--- src/rtl/lineSensorPkg.sv ---
package lineSensorPkg;

  // Strobes passed from the run controller to the pixel datapath.
  typedef struct packed {
    logic runStart;   // next cycle is run cycle 1
    logic loadFirst;  // next cycle selects the first pixel
    logic shiftStep;  // next cycle selects the following pixel
    logic scanDown;   // direction latched for this run
  } seqStrobeT;

endpackage

--- src/rtl/lineSensorCtrl.sv ---
module lineSensorCtrl
  import lineSensorPkg::*;
#(
  parameter int NUM_PIX = 64
) (
  input  logic      clk,
  input  logic      rstN,
  input  logic      startIn,
  input  logic      dirDown,
  output seqStrobeT strobe,
  output logic      dischargeEn,
  output logic      prechargeEn,
  output logic      integrateEn,
  output logic      srcPixel,
  output logic      cascadeOut
);
  localparam int RUN_LEN = NUM_PIX + 2;
  localparam int CW = $clog2(RUN_LEN + 1);
  localparam logic [CW-1:0] CYC_FIRST = CW'(1);
  localparam logic [CW-1:0] CYC_PIX0 = CW'(2);
  localparam logic [CW-1:0] CYC_PREV_LAST_PIX = CW'(NUM_PIX);
  localparam logic [CW-1:0] CYC_LAST_PIX = CW'(NUM_PIX + 1);
  localparam logic [CW-1:0] CYC_LAST = CW'(RUN_LEN);

  logic [CW-1:0] cyc;      // 0 = idle, else run cycle number
  logic          scanDown;
  logic          inRun;
  logic          runStart;

  assign inRun    = (cyc != '0);
  assign runStart = startIn && (!inRun || cyc == CYC_LAST);

  always_ff @(posedge clk or negedge rstN) begin
    if (!rstN) begin
      cyc         <= '0;
      scanDown    <= 1'b0;
      integrateEn <= 1'b0;
    end else begin
      if (runStart) begin
        cyc      <= CYC_FIRST;
        scanDown <= dirDown;
      end else if (cyc == CYC_LAST) begin
        cyc <= '0;
      end else if (inRun) begin
        cyc <= cyc + 1'b1;
      end
      if (runStart) begin
        integrateEn <= 1'b0;
      end else if (cyc == CYC_FIRST) begin
        integrateEn <= 1'b1;
      end
    end
  end

  assign dischargeEn = (cyc == CYC_FIRST);
  assign prechargeEn = (cyc == CYC_PIX0);
  assign srcPixel    = (cyc >= CYC_PIX0) && (cyc <= CYC_LAST_PIX);
  assign cascadeOut  = (cyc == CYC_LAST);

  assign strobe.runStart  = runStart;
  assign strobe.loadFirst = (cyc == CYC_FIRST);
  assign strobe.shiftStep = (cyc >= CYC_PIX0) && (cyc <= CYC_PREV_LAST_PIX);
  assign strobe.scanDown  = scanDown;

endmodule

--- src/rtl/lineSensorPath.sv ---
module lineSensorPath
  import lineSensorPkg::*;
#(
  parameter int NUM_PIX = 64
) (
  input  logic               clk,
  input  logic               rstN,
  input  seqStrobeT          strobe,
  output logic [NUM_PIX-1:0] pixSel,
  output logic [NUM_PIX-1:0] holdMask,
  output logic               busOdd
);
  localparam logic [NUM_PIX-1:0] LOW_END = NUM_PIX'(1);
  localparam logic [NUM_PIX-1:0] HIGH_END = LOW_END << (NUM_PIX - 1);
  localparam logic TOP_ODD = ((NUM_PIX - 1) % 2) == 1;

  logic [NUM_PIX-1:0] nextSel;
  logic               nextOdd;

  always_comb begin
    nextSel = '0;
    nextOdd = 1'b0;
    if (strobe.loadFirst) begin
      nextSel = strobe.scanDown ? HIGH_END : LOW_END;
      nextOdd = strobe.scanDown ? TOP_ODD : 1'b0;
    end else if (strobe.shiftStep) begin
      nextSel = strobe.scanDown ? (pixSel >> 1) : (pixSel << 1);
      nextOdd = ~busOdd;
    end
  end

  always_ff @(posedge clk or negedge rstN) begin
    if (!rstN) begin
      pixSel <= '0;
      busOdd <= 1'b0;
    end else begin
      pixSel <= nextSel;
      busOdd <= nextOdd;
    end
  end

  // One hold/track cell per pixel: hold on run start, track after its read slot.
  for (genvar i = 0; i < NUM_PIX; i++) begin : g_hold
    logic cellHold;
    always_ff @(posedge clk or negedge rstN) begin
      if (!rstN) begin
        cellHold <= 1'b0;
      end else if (strobe.runStart) begin
        cellHold <= 1'b1;
      end else if (pixSel[i]) begin
        cellHold <= 1'b0;
      end
    end
    assign holdMask[i] = cellHold;
  end

endmodule

--- src/rtl/lineSensorSeq.sv ---
module lineSensorSeq
  import lineSensorPkg::*;
#(
  parameter int NUM_PIX = 64
) (
  input  logic               clk,
  input  logic               rstN,
  input  logic               startIn,
  input  logic               dirDown,
  output logic               dischargeEn,
  output logic               prechargeEn,
  output logic               integrateEn,
  output logic               srcPixel,
  output logic               cascadeOut,
  output logic               busOdd,
  output logic [NUM_PIX-1:0] pixSel,
  output logic [NUM_PIX-1:0] holdMask
);
  seqStrobeT strobe;

  lineSensorCtrl #(.NUM_PIX(NUM_PIX)) u_ctrl (
    .clk        (clk),
    .rstN       (rstN),
    .startIn    (startIn),
    .dirDown    (dirDown),
    .strobe     (strobe),
    .dischargeEn(dischargeEn),
    .prechargeEn(prechargeEn),
    .integrateEn(integrateEn),
    .srcPixel   (srcPixel),
    .cascadeOut (cascadeOut)
  );

  lineSensorPath #(.NUM_PIX(NUM_PIX)) u_path (
    .clk     (clk),
    .rstN    (rstN),
    .strobe  (strobe),
    .pixSel  (pixSel),
    .holdMask(holdMask),
    .busOdd  (busOdd)
  );

endmodule

--- config.mk ---
export PLATFORM = sky130hd
export DESIGN_NAME = lineSensorSeq
export DESIGN_NICKNAME = d
export VERILOG_FILES = /design/src/rtl/lineSensorPkg.sv /design/src/rtl/lineSensorCtrl.sv /design/src/rtl/lineSensorPath.sv /design/src/rtl/lineSensorSeq.sv
export SDC_FILE = /design/constraint.sdc
export NUM_CORES = 1
export LEC_CHECK = 0
export BUFFER_PORTS_ARGS = -buffer_cell sky130_fd_sc_hd__buf_2
export CAP_MARGIN = 20
export CELL_PAD_IN_SITES_DETAIL_PLACEMENT = 0
export CELL_PAD_IN_SITES_GLOBAL_PLACEMENT = 1
export CORE_MARGIN = 2
export CORE_UTILIZATION = 38
export DETAILED_ROUTE_END_ITERATION = 10
export GPL_ROUTABILITY_DRIVEN = 0
export PLACE_DENSITY = 0.77
export SYNTH_ARGS = -nofsm -noshare
export SYNTH_HDL_FRONTEND = slang
export SYNTH_SLANG_ARGS = --single-unit
--- constraint.sdc ---
create_clock -name clk -period 1.89 [get_ports clk]
set_clock_uncertainty 0.2 [all_clocks]
set_input_delay 0.378 -clock clk [delete_from_list [all_inputs] [get_ports clk]]
set_output_delay 0.378 -clock clk [all_outputs]
set_load 0.005 [all_outputs]
Word level (Yosys, flattened, before mapping)

Cells that the tools add are included.

Output and inout bits: 134
Bits in registers: 138
Bits of input ports: 4

Bitwise operators: 1
Equal/unequal tests: 3
Order comparisons: 3
Reductions and logical operators: 72
Mux-type cells: 140
Add/subtract/negate cells: 1

Operator list:

| cell                  | number |
|---|---|
| $mux W64              | 4 |
| $mux W1               | 133 |
| $reduce_bool A2 Y1    | 65 |
| $mux W7               | 3 |
| $le A7 B7 Y1 const B  | 2 |
| $add A7 B1 Y7 const B | 1 |
| $eq A7 B1 Y1 const B  | 1 |
| $eq A7 B2 Y1 const B  | 1 |
| $eq A7 B7 Y1 const B  | 1 |
| $ge A7 B2 Y1 const B  | 1 |
| $reduce_bool A7 Y1    | 1 |
| $logic_and A1 B1 Y1   | 3 |
| $reduce_bool A3 Y1    | 1 |
| $logic_not A1 Y1      | 1 |
| $logic_or A1 B1 Y1    | 1 |
| $not A1 Y1            | 1 |

Logic depth before layout (Yosys ltp)

Gate-level depths: netlist (run 1).

Depth after elaboration: 5
Mapped depth: 7

Hierarchy

Synthesis (run 1) repeated with hierarchy kept, for this count alone.

Cell total of the unflattened synthesis: 537
Area total of the unflattened synthesis: 6,102.1 sq um

Modules (own cells, without submodules):

| module         | area each (sq um) | seq. area each (sq um) | times used | cells each |
|---|---|---|---|---|
| lineSensorPath | 5,510.3           | 3,228.1                | 1          | 474 |
| lineSensorCtrl | 591.8             | 225.2                  | 1          | 63 |

Least setup slack after synthesis (run 1)

Ideal clock, no wire load.

Path kind: register to register
Start point: register u_ctrl.cyc[5]
End point: register u_path.pixSel[10]
Cell stages (with the launch flop): 7
Path buffers: 3
Slack: -37 ps
Required time: 1,567 ps
Clock period less this slack: 1,927 ps
Arrival time: 1,605 ps
Path through: dfrtp_1 or4_4 buf_6 nor3_2 buf_4 buf_6 nor3_1

Cells in the longest elaborated chain, start to end: 4

Ends and longest elaborated chain:

| element                                             | RTL line             | text |
|---|---|---|
| from (decl)                                         | lineSensorCtrl.sv:25 | `logic [CW-1:0] cyc;` |
| from (signal assigned)                              | lineSensorCtrl.sv:45 | `cyc <= cyc + 1'b1;` |
| $ge A7 B2 Y1 / $le A7 B7 Y1 (equally long branches) | lineSensorCtrl.sv:62 | `assign strobe.shiftStep = (cyc >= CYC_PIX0) && (cyc <= CYC_PREV_LAST_PIX);` |
| $logic_and A1 B1 Y1                                 | lineSensorCtrl.sv:62 |  |
| $mux W64                                            | lineSensorPath.sv:26 | `end else if (strobe.shiftStep) begin` |
| $mux W64 (*)                                        | lineSensorPath.sv:23 | `if (strobe.loadFirst) begin` |
| named net u_path.nextSel[10]                        | lineSensorPath.sv:17 | `logic [NUM_PIX-1:0] nextSel;` |
| to (signal assigned)                                | lineSensorPath.sv:37 | `pixSel <= nextSel;` |
| to (decl)                                           | lineSensorPath.sv:9  | `output logic [NUM_PIX-1:0] pixSel,` |

Mark *: on every way through the listed nets, which the timed path passes. The rest lies on a longest branch.
A chain may end at the register's enable or synchronous reset.

Final worst setup path (run 1)

Start point: register u_ctrl.cyc[3]
End point: output port prechargeEn

Cells in the longest elaborated chain, start to end: 1

Ends and longest elaborated chain:

| element      | RTL line             | text |
|---|---|---|
| $eq A7 B2 Y1 | lineSensorCtrl.sv:56 | `assign prechargeEn = (cyc == CYC_PIX0);` |
| to (decl)    | lineSensorSeq.sv:11  | `output logic prechargeEn,` |

No other way between the ends.

==> impl_metrics.tcl, run 1 <==
set metrics [dict create \
    ys_warn_count 0 \
    cp_max_fo 5 \
    switching_share 0.2989 \
    row_count 45 \
    core-area_um2 15260 \
    fin_util 0.4887 \
    synth_edf_count 0 \
    cts_buffers 17 \
    drt_first_pass_iters 4 \
    io_pins 138 \
    setup_viol 137 \
    p_int_w 0.006572 \
    fp.dieW_um 129.3 \
    async_flop_share 1.000 \
    grt_overflow 0 \
    cp_data_required_time_ns 1.31 \
    via_per_inst 4.828 \
    drive_gt1_frac 0.3272 \
    power_frac_clock 0.348 \
    finalCriticalPeriod_ns 2.323 \
    synthXorXnorAreaFrac 0.005872 \
    antenna_cells 0 \
    synth_compound_area_frac 0.06837 \
    clock-root-buffer "clkbuf_16" \
    dp.cells 816 \
    final_net_count 645 \
    syn_inst 540 \
    drtIter0Drc 229 \
    endpoint_kind "output port" \
    hold_viol_final 0 \
    whs_ns 0.03103 \
    violations "setup timing" \
    clockBufferDepth 2 \
    maxSlewViolCount 0 \
    grt_usage 0.1690 \
    num_vias 4147 \
    cap_violations 0 \
    final.setup.worst_slack_ns -0.4328 \
    muxShareOfSynthArea 0.1059 \
    h-tree-depth 4 \
    initial_core_util 0.3910 \
    grt_pass1_vias 4102 \
    ys_seq_area_frac 0.5789 \
    arrival_ns 1.74 \
    seqPwrFrac 0.381 \
    synth_simple_gate_area_share 0.07781 \
    grt_pass1_wl_um 21860 \
    ir_drop_mv 0.7372 \
    synth_cell_types 33 \
    comb_power_share 0.271 \
    tritoncts "done" \
    tightestPinTransition_ns 0.4017 \
    grt_max_degree 51 \
    cellPowerDensity_nw_per_um2 1257 \
    syn_to_final_growth_pct 25.00 \
    switching_power_w 0.002803 \
    final_cell_count_no_fill 859 \
    syn_nets 548 \
    port_buffers 137 \
    crit_path_start_kind "register" \
    synth_flop_cell "dfrtp_1" \
    dieHeight_um 129.3 \
    drc_errors 0 \
    slowest_stage "or4_4" \
    slew_headroom 0.7315 \
    drtAntennaViolNets 0 \
    antenna_found_initial 0 \
    fin_crit_sh 1.229 \
    cp_cell_sequence "or4_4 -> nor4_4 -> buf_2" \
    insertion_delay_ns 0.41 \
    die_area_um2 16720 \
    status "finished, violations left" \
    wl_per_cell_um 16.16 \
    critical_path_class "reg -> out" \
    rsz0062_at_grt "yes" \
    avgSynthCellArea_um2 11.05 \
    clkTransAtPathRegs_ns 0.05 \
    hold_path_class "in -> reg" \
    crit_path_max_incr_delay_ns 0.60 \
    synth_top_family_by_area "buffers and inverters" \
    dp_hpwl_um 8784 \
    leakage_nw 3.919 \
    synth-adder-area-share 0.008389 \
    synth_area_um2 5966 \
    drt_wl_total_um 13880 \
    fmax_ghz 0.4305 \
    cts.sinks 138 \
    tns_ns -28.66 \
    ys_seq_elements 138 \
]
Yosys cell counts, types with 3 or more instances:
cell / count / area, um2
nor3_1: 65 / 325.3
buf_6: 6 / 67.56
buf_2: 15 / 75.07
buf_4: 65 / 488.0
o21ai_0: 67 / 335.3
dfrtp_1: 138 / 3453
nor2b_1: 3 / 18.77
buf_1: 3 / 11.26
nand2_1: 5 / 18.77
a21oi_1: 3 / 15.01
xnor2_1: 3 / 26.28
clkbuf_1: 6 / 22.52
mux2i_1: 62 / 620.6
inv_1: 69 / 259.0
nand3_1: 4 / 20.02
nor2_1: 4 / 15.01
ha_1: 4 / 50.05
nor4_1: 3 / 18.77
cell type report:
cell class / count / area [um2]
sequential: 138 / 3457
clock buffer: 22 / 454.2
timing repair buffer: 173 / 1236
tap: 211 / 264.0
inverter: 69 / 259.0
multi-input combinational: 238 / 1665
fill: 1400 / 7801
clock inverter: 8 / 121.4
sequential cells by signal (all words and copies together) (netlist names):
register                count
u_ctrl.cyc                  7
u_ctrl.integrateEn          1
u_ctrl.scanDown             1
u_path.busOdd               1
u_path.g_hold.cellHold     64
u_path.pixSel              64
repair_timing:
| action | in CTS | in global routing |
|---|---|---|
| resized for setup | 20 | 6 |
| endpoints found under the setup margin | 78 | 137 |
| buffers inserted | 4 | 1 |
| cloned | 3 | 4 |
| pin swaps | 3 | 1 |
| hold buffers | 1 | 0 |
| endpoints found under the hold margin | 35 | 0 |
power by group through the flow:
| stage | combinational [W] | sequential (W) | clock [W] |
|---|---|---|---|
| 2_1_floorplan | 0.00165 | 0.00348 | 0 |
| 3_3_place_gp | 0.00216 | 0.00359 | 0 |
| 3_5_place_dp | 0.00222 | 0.00361 | 0 |
| 4_1_cts | 0.00242 | 0.00356 | 0.00334 |
| 5_1_grt | 0.00278 | 0.00361 | 0.00348 |
| 6_report | 0.00254 | 0.00357 | 0.00326 |
worst max-delay path, delay by kind of cell (launching register included):
kind          cells  cell delay (ns)
flops             1             0.40
buf+inv           1             0.16
simple gates      2             0.77
worst paths after layout:
path	startpoint	to	slack, ns	cells after the start
min in group asynchronous	rstN	u_path.g_hold[22].cellHold	0.25	2
worst max-delay path	u_ctrl.cyc[3]	prechargeEn	-0.43	3
max in group asynchronous	rstN	u_ctrl.scanDown	0.64	3
worst max register to register	u_ctrl.cyc[3]	u_path.g_hold[45].cellHold	-0.29	5
worst min-delay path	dirDown	u_ctrl.scanDown	0.03	2
worst min register to register	u_path.busOdd	u_path.busOdd	0.28	1
through the flow:
step / total power (W) / area [um2] / worst slack, ns
final: 0.009375 / 7457 / -0.4328
after global routing: 0.009874 / 7457 / -0.5126
after CTS: 0.009325 / 7333 / -0.4187
after detailed placement: 0.005835 / 6553 / -0.08945
after global placement: 0.005749 / 6553 / -0.1090
after floorplan: 0.005130 / 5966 / 0.007478
cells by family (layout without fill, tap and decap cells):
family                     Yosys count  count (layout)
muxes                               63              63
xor gates and xnor gates             4               4
and+or+nand+nor                     90              90
DFF                                138             138
adders and majority gates            4               4
buffers and inverters              164             272
AOI/OAI and AO/OA                   77              77
cells in the final DEF (no fill, tap or decap), drive strengths merged:
| cell | instances |
|---|---|
| o32ai | 1 |
| or4 | 2 |
| mux2i | 62 |
| o21a | 1 |
| nand2 | 5 |
| inv | 69 |
| xor2 | 1 |
| mux2 | 1 |
| clkinv | 4 |
| nor3 | 66 |
| and3 | 1 |
| buf | 168 |
| nor2b | 3 |
| dfrtp | 138 |
| a211o | 1 |
| bufinv | 3 |
| nand3 | 4 |
| or3 | 1 |
| a21oi | 3 |
| nor2 | 4 |
| bufbuf | 1 |
| clkinvlp | 1 |
| o31ai | 1 |
| clkbuf | 25 |
| nand2b | 1 |
| o41ai | 1 |
| ha | 4 |
| a21boi | 1 |
| o21ai | 67 |
| xnor2 | 3 |
| dlygate4sd3 | 1 |
| nor4 | 3 |
| o31a | 1 |
metal layers:
metal	wire length (um)	share of wire	vias up	global-route usage
met5	0	0	-	0
met3	724	0.052	14	0.04294
li1	-	-	1932	-
met2	6485	0.47	138	0.2635
met1	6524	0.47	2063	0.2309
met4	144	0.010	0	0.05818
No activity file was read; power rests on OpenSTA's default activity.
==> run 2: changes to the inputs <==
- PLACE_DENSITY: 0.77 -> 0.8
==> run 2 against run 1 <==
  * The run still ends with setup timing left
  * Critical path type unchanged
  * Combinational power fell by 4%
  * Fmax rose by 1.3%
  * Highest routed layer unchanged
  * Non-clock buffer count rose by 1
==> impl_metrics.tcl, run 2 (synthesis results as in run 1) <==
set metrics [dict create \
    initial_core_util 0.3910 \
    final_cell_mix "dfrtp_1 (137), buf_2 (135), inv_1 (67), nor3_1 (63), mux2i_1 (62)" \
    antenna_cells 0 \
    setup_viol 137 \
    h-tree-depth 4 \
    cp_max_fo 4 \
    hold_viol_final 0 \
    hold_path_class "in -> reg" \
    final_cell_count_no_fill 861 \
    slowest_stage "or4_4" \
    crit_path_start_kind "register" \
    cap_violations 0 \
    insertion_delay_ns 0.41 \
    drtAntennaViolNets 0 \
    fin_util 0.4828 \
    arrival_ns 1.72 \
    fin_crit_sh 1.214 \
    slew_headroom 0.7279 \
    cts.sinks 138 \
    num_vias 4105 \
    status "finished, violations left" \
    cellPowerDensity_nw_per_um2 1230 \
    fp.dieW_um 129.3 \
    worstHoldStart "startIn" \
    reg2reg_from "u_ctrl.cyc[2]" \
    clock-root-buffer "clkbuf_16" \
    syn_to_final_growth_pct 23.49 \
    hold_end "u_ctrl.cyc[0]" \
    dp_hpwl_um 8816 \
    cp_cell_sequence "or4_4 -> nor4_2 -> buf_2" \
    endpoint_kind "output port" \
    fmax_ghz 0.4360 \
    dieHeight_um 129.3 \
    r2r_cells 6 \
    ir_drop_mv 0.6507 \
    layout_commonest_cell "dfrtp_1" \
    drtIter0Drc 240 \
    violations "setup timing" \
    dp.cells 818 \
    grt_pass1_wl_um 21450 \
    tritoncts "done" \
    drc_errors 0 \
    grt_overflow 0 \
    cp_data_required_time_ns 1.31 \
    crit_path_max_incr_delay_ns 0.58 \
    grt_max_degree 42 \
    rsz0062_at_grt "yes" \
    die_area_um2 16720 \
    critical_path_class "reg -> out" \
    clkTransAtPathRegs_ns 0.06 \
    drive_gt1_frac 0.3338 \
    antenna_found_initial 0 \
    finalCriticalPeriod_ns 2.294 \
    io_pins 138 \
    port_buffers 137 \
    core-area_um2 15260 \
    cts_buffers 17 \
    hold_path_depth 3 \
    final_net_count 646 \
    drt_wl_total_um 13370 \
    clockBufferDepth 2 \
    via_per_inst 4.768 \
    row_count 45 \
    drt_first_pass_iters 6 \
    final.setup.worst_slack_ns -0.4038 \
    maxSlewViolCount 0 \
    r2r_setup_slack_ns -0.25 \
    grt_pass1_vias 4061 \
    leakage_nw 3.880 \
    tightestPinTransition_ns 0.4071 \
    grt_usage 0.1652 \
    wl_per_cell_um 15.53 \
    reg2reg_to "u_path.pixSel[30]" \
    top_regs "u_path.g_hold.cellHold x64, u_path.pixSel x64, u_ctrl.cyc x7" \
]
-- run 2: worst max-delay path, delay by kind of cell, from the launching register on --
family	cells	cell delay, ns
AND/OR/NAND/NOR	2	0.75
flip-flops	1	0.40
buffers and inverters	1	0.16
-- run 2: where the power goes --
group	switching, W	total [W]	internal, W	leakage [nW]
sequential	0.000278	0.00354	0.00327	1.59
clock	0.00117	0.00307	0.00190	0.266
combinational	0.00129	0.00245	0.00116	2.02
-- run 2: stage by stage --
stage	instance area [um2]	setup WS, ns	hold WS (ns)	TNS (ns)	power [W]
final	7367	-0.4038	0.09580	-23.55	0.009062
after global routing	7367	-0.5065	0.1086	-31.53	0.009552
after CTS	7257	-0.4186	0.06341	-20.29	0.009042
after detailed placement	6568	-0.07905	0.1172	-1.167	0.005805
after global placement	6568	-0.03565	0.1114	-0.1775	0.005725
after floorplan	5966	0.007478	-0.1176	0	0.005130
-- run 2: worst max path at each step --
stage / startpoint / end / slack, ns / cells after the start
detailed placement: u_ctrl.cyc[5] / u_path.g_hold[5].cellHold / -0.08 / 4
finish: u_ctrl.cyc[2] / prechargeEn / -0.40 / 3
global route: u_ctrl.cyc[2] / prechargeEn / -0.51 / 3
global placement: u_ctrl.cyc[5] / prechargeEn / -0.04 / 3
floorplan: u_ctrl.cyc[5] / u_path.pixSel[10] / 0.007 / 6
CTS: u_ctrl.cyc[5] / dischargeEn / -0.42 / 5
-- run 2: cell type report --
cell class | count | area (um2)
Sequential cell | 138 | 3457
Fill cell | 1392 | 7891
Inverter | 69 | 261.5
Timing Repair Buffer | 174 | 1172
Tap cell | 211 | 264.0
Clock buffer | 24 | 481.7
Clock inverter | 7 | 68.82
Multi-Input combinational cell | 238 | 1662
-- run 2: what timing repair did --
| item | in CTS | in global routing |
|---|---|---|
| gates cloned | 2 | 1 |
| buffers inserted | 3 | 4 |
| hold buffers | 2 | 0 |
| setup endpoints to repair | 74 | 139 |
| pin swaps | 3 | 1 |
| gates resized for setup | 10 | 20 |
| hold endpoints to repair | 39 | 0 |
-- run 2: metal layers --
layer,track usage,part of all wire
met5,0,0
met4,0.05754,0.012
met3,0.04624,0.048
met2,0.2554,0.48
met1,0.2245,0.46
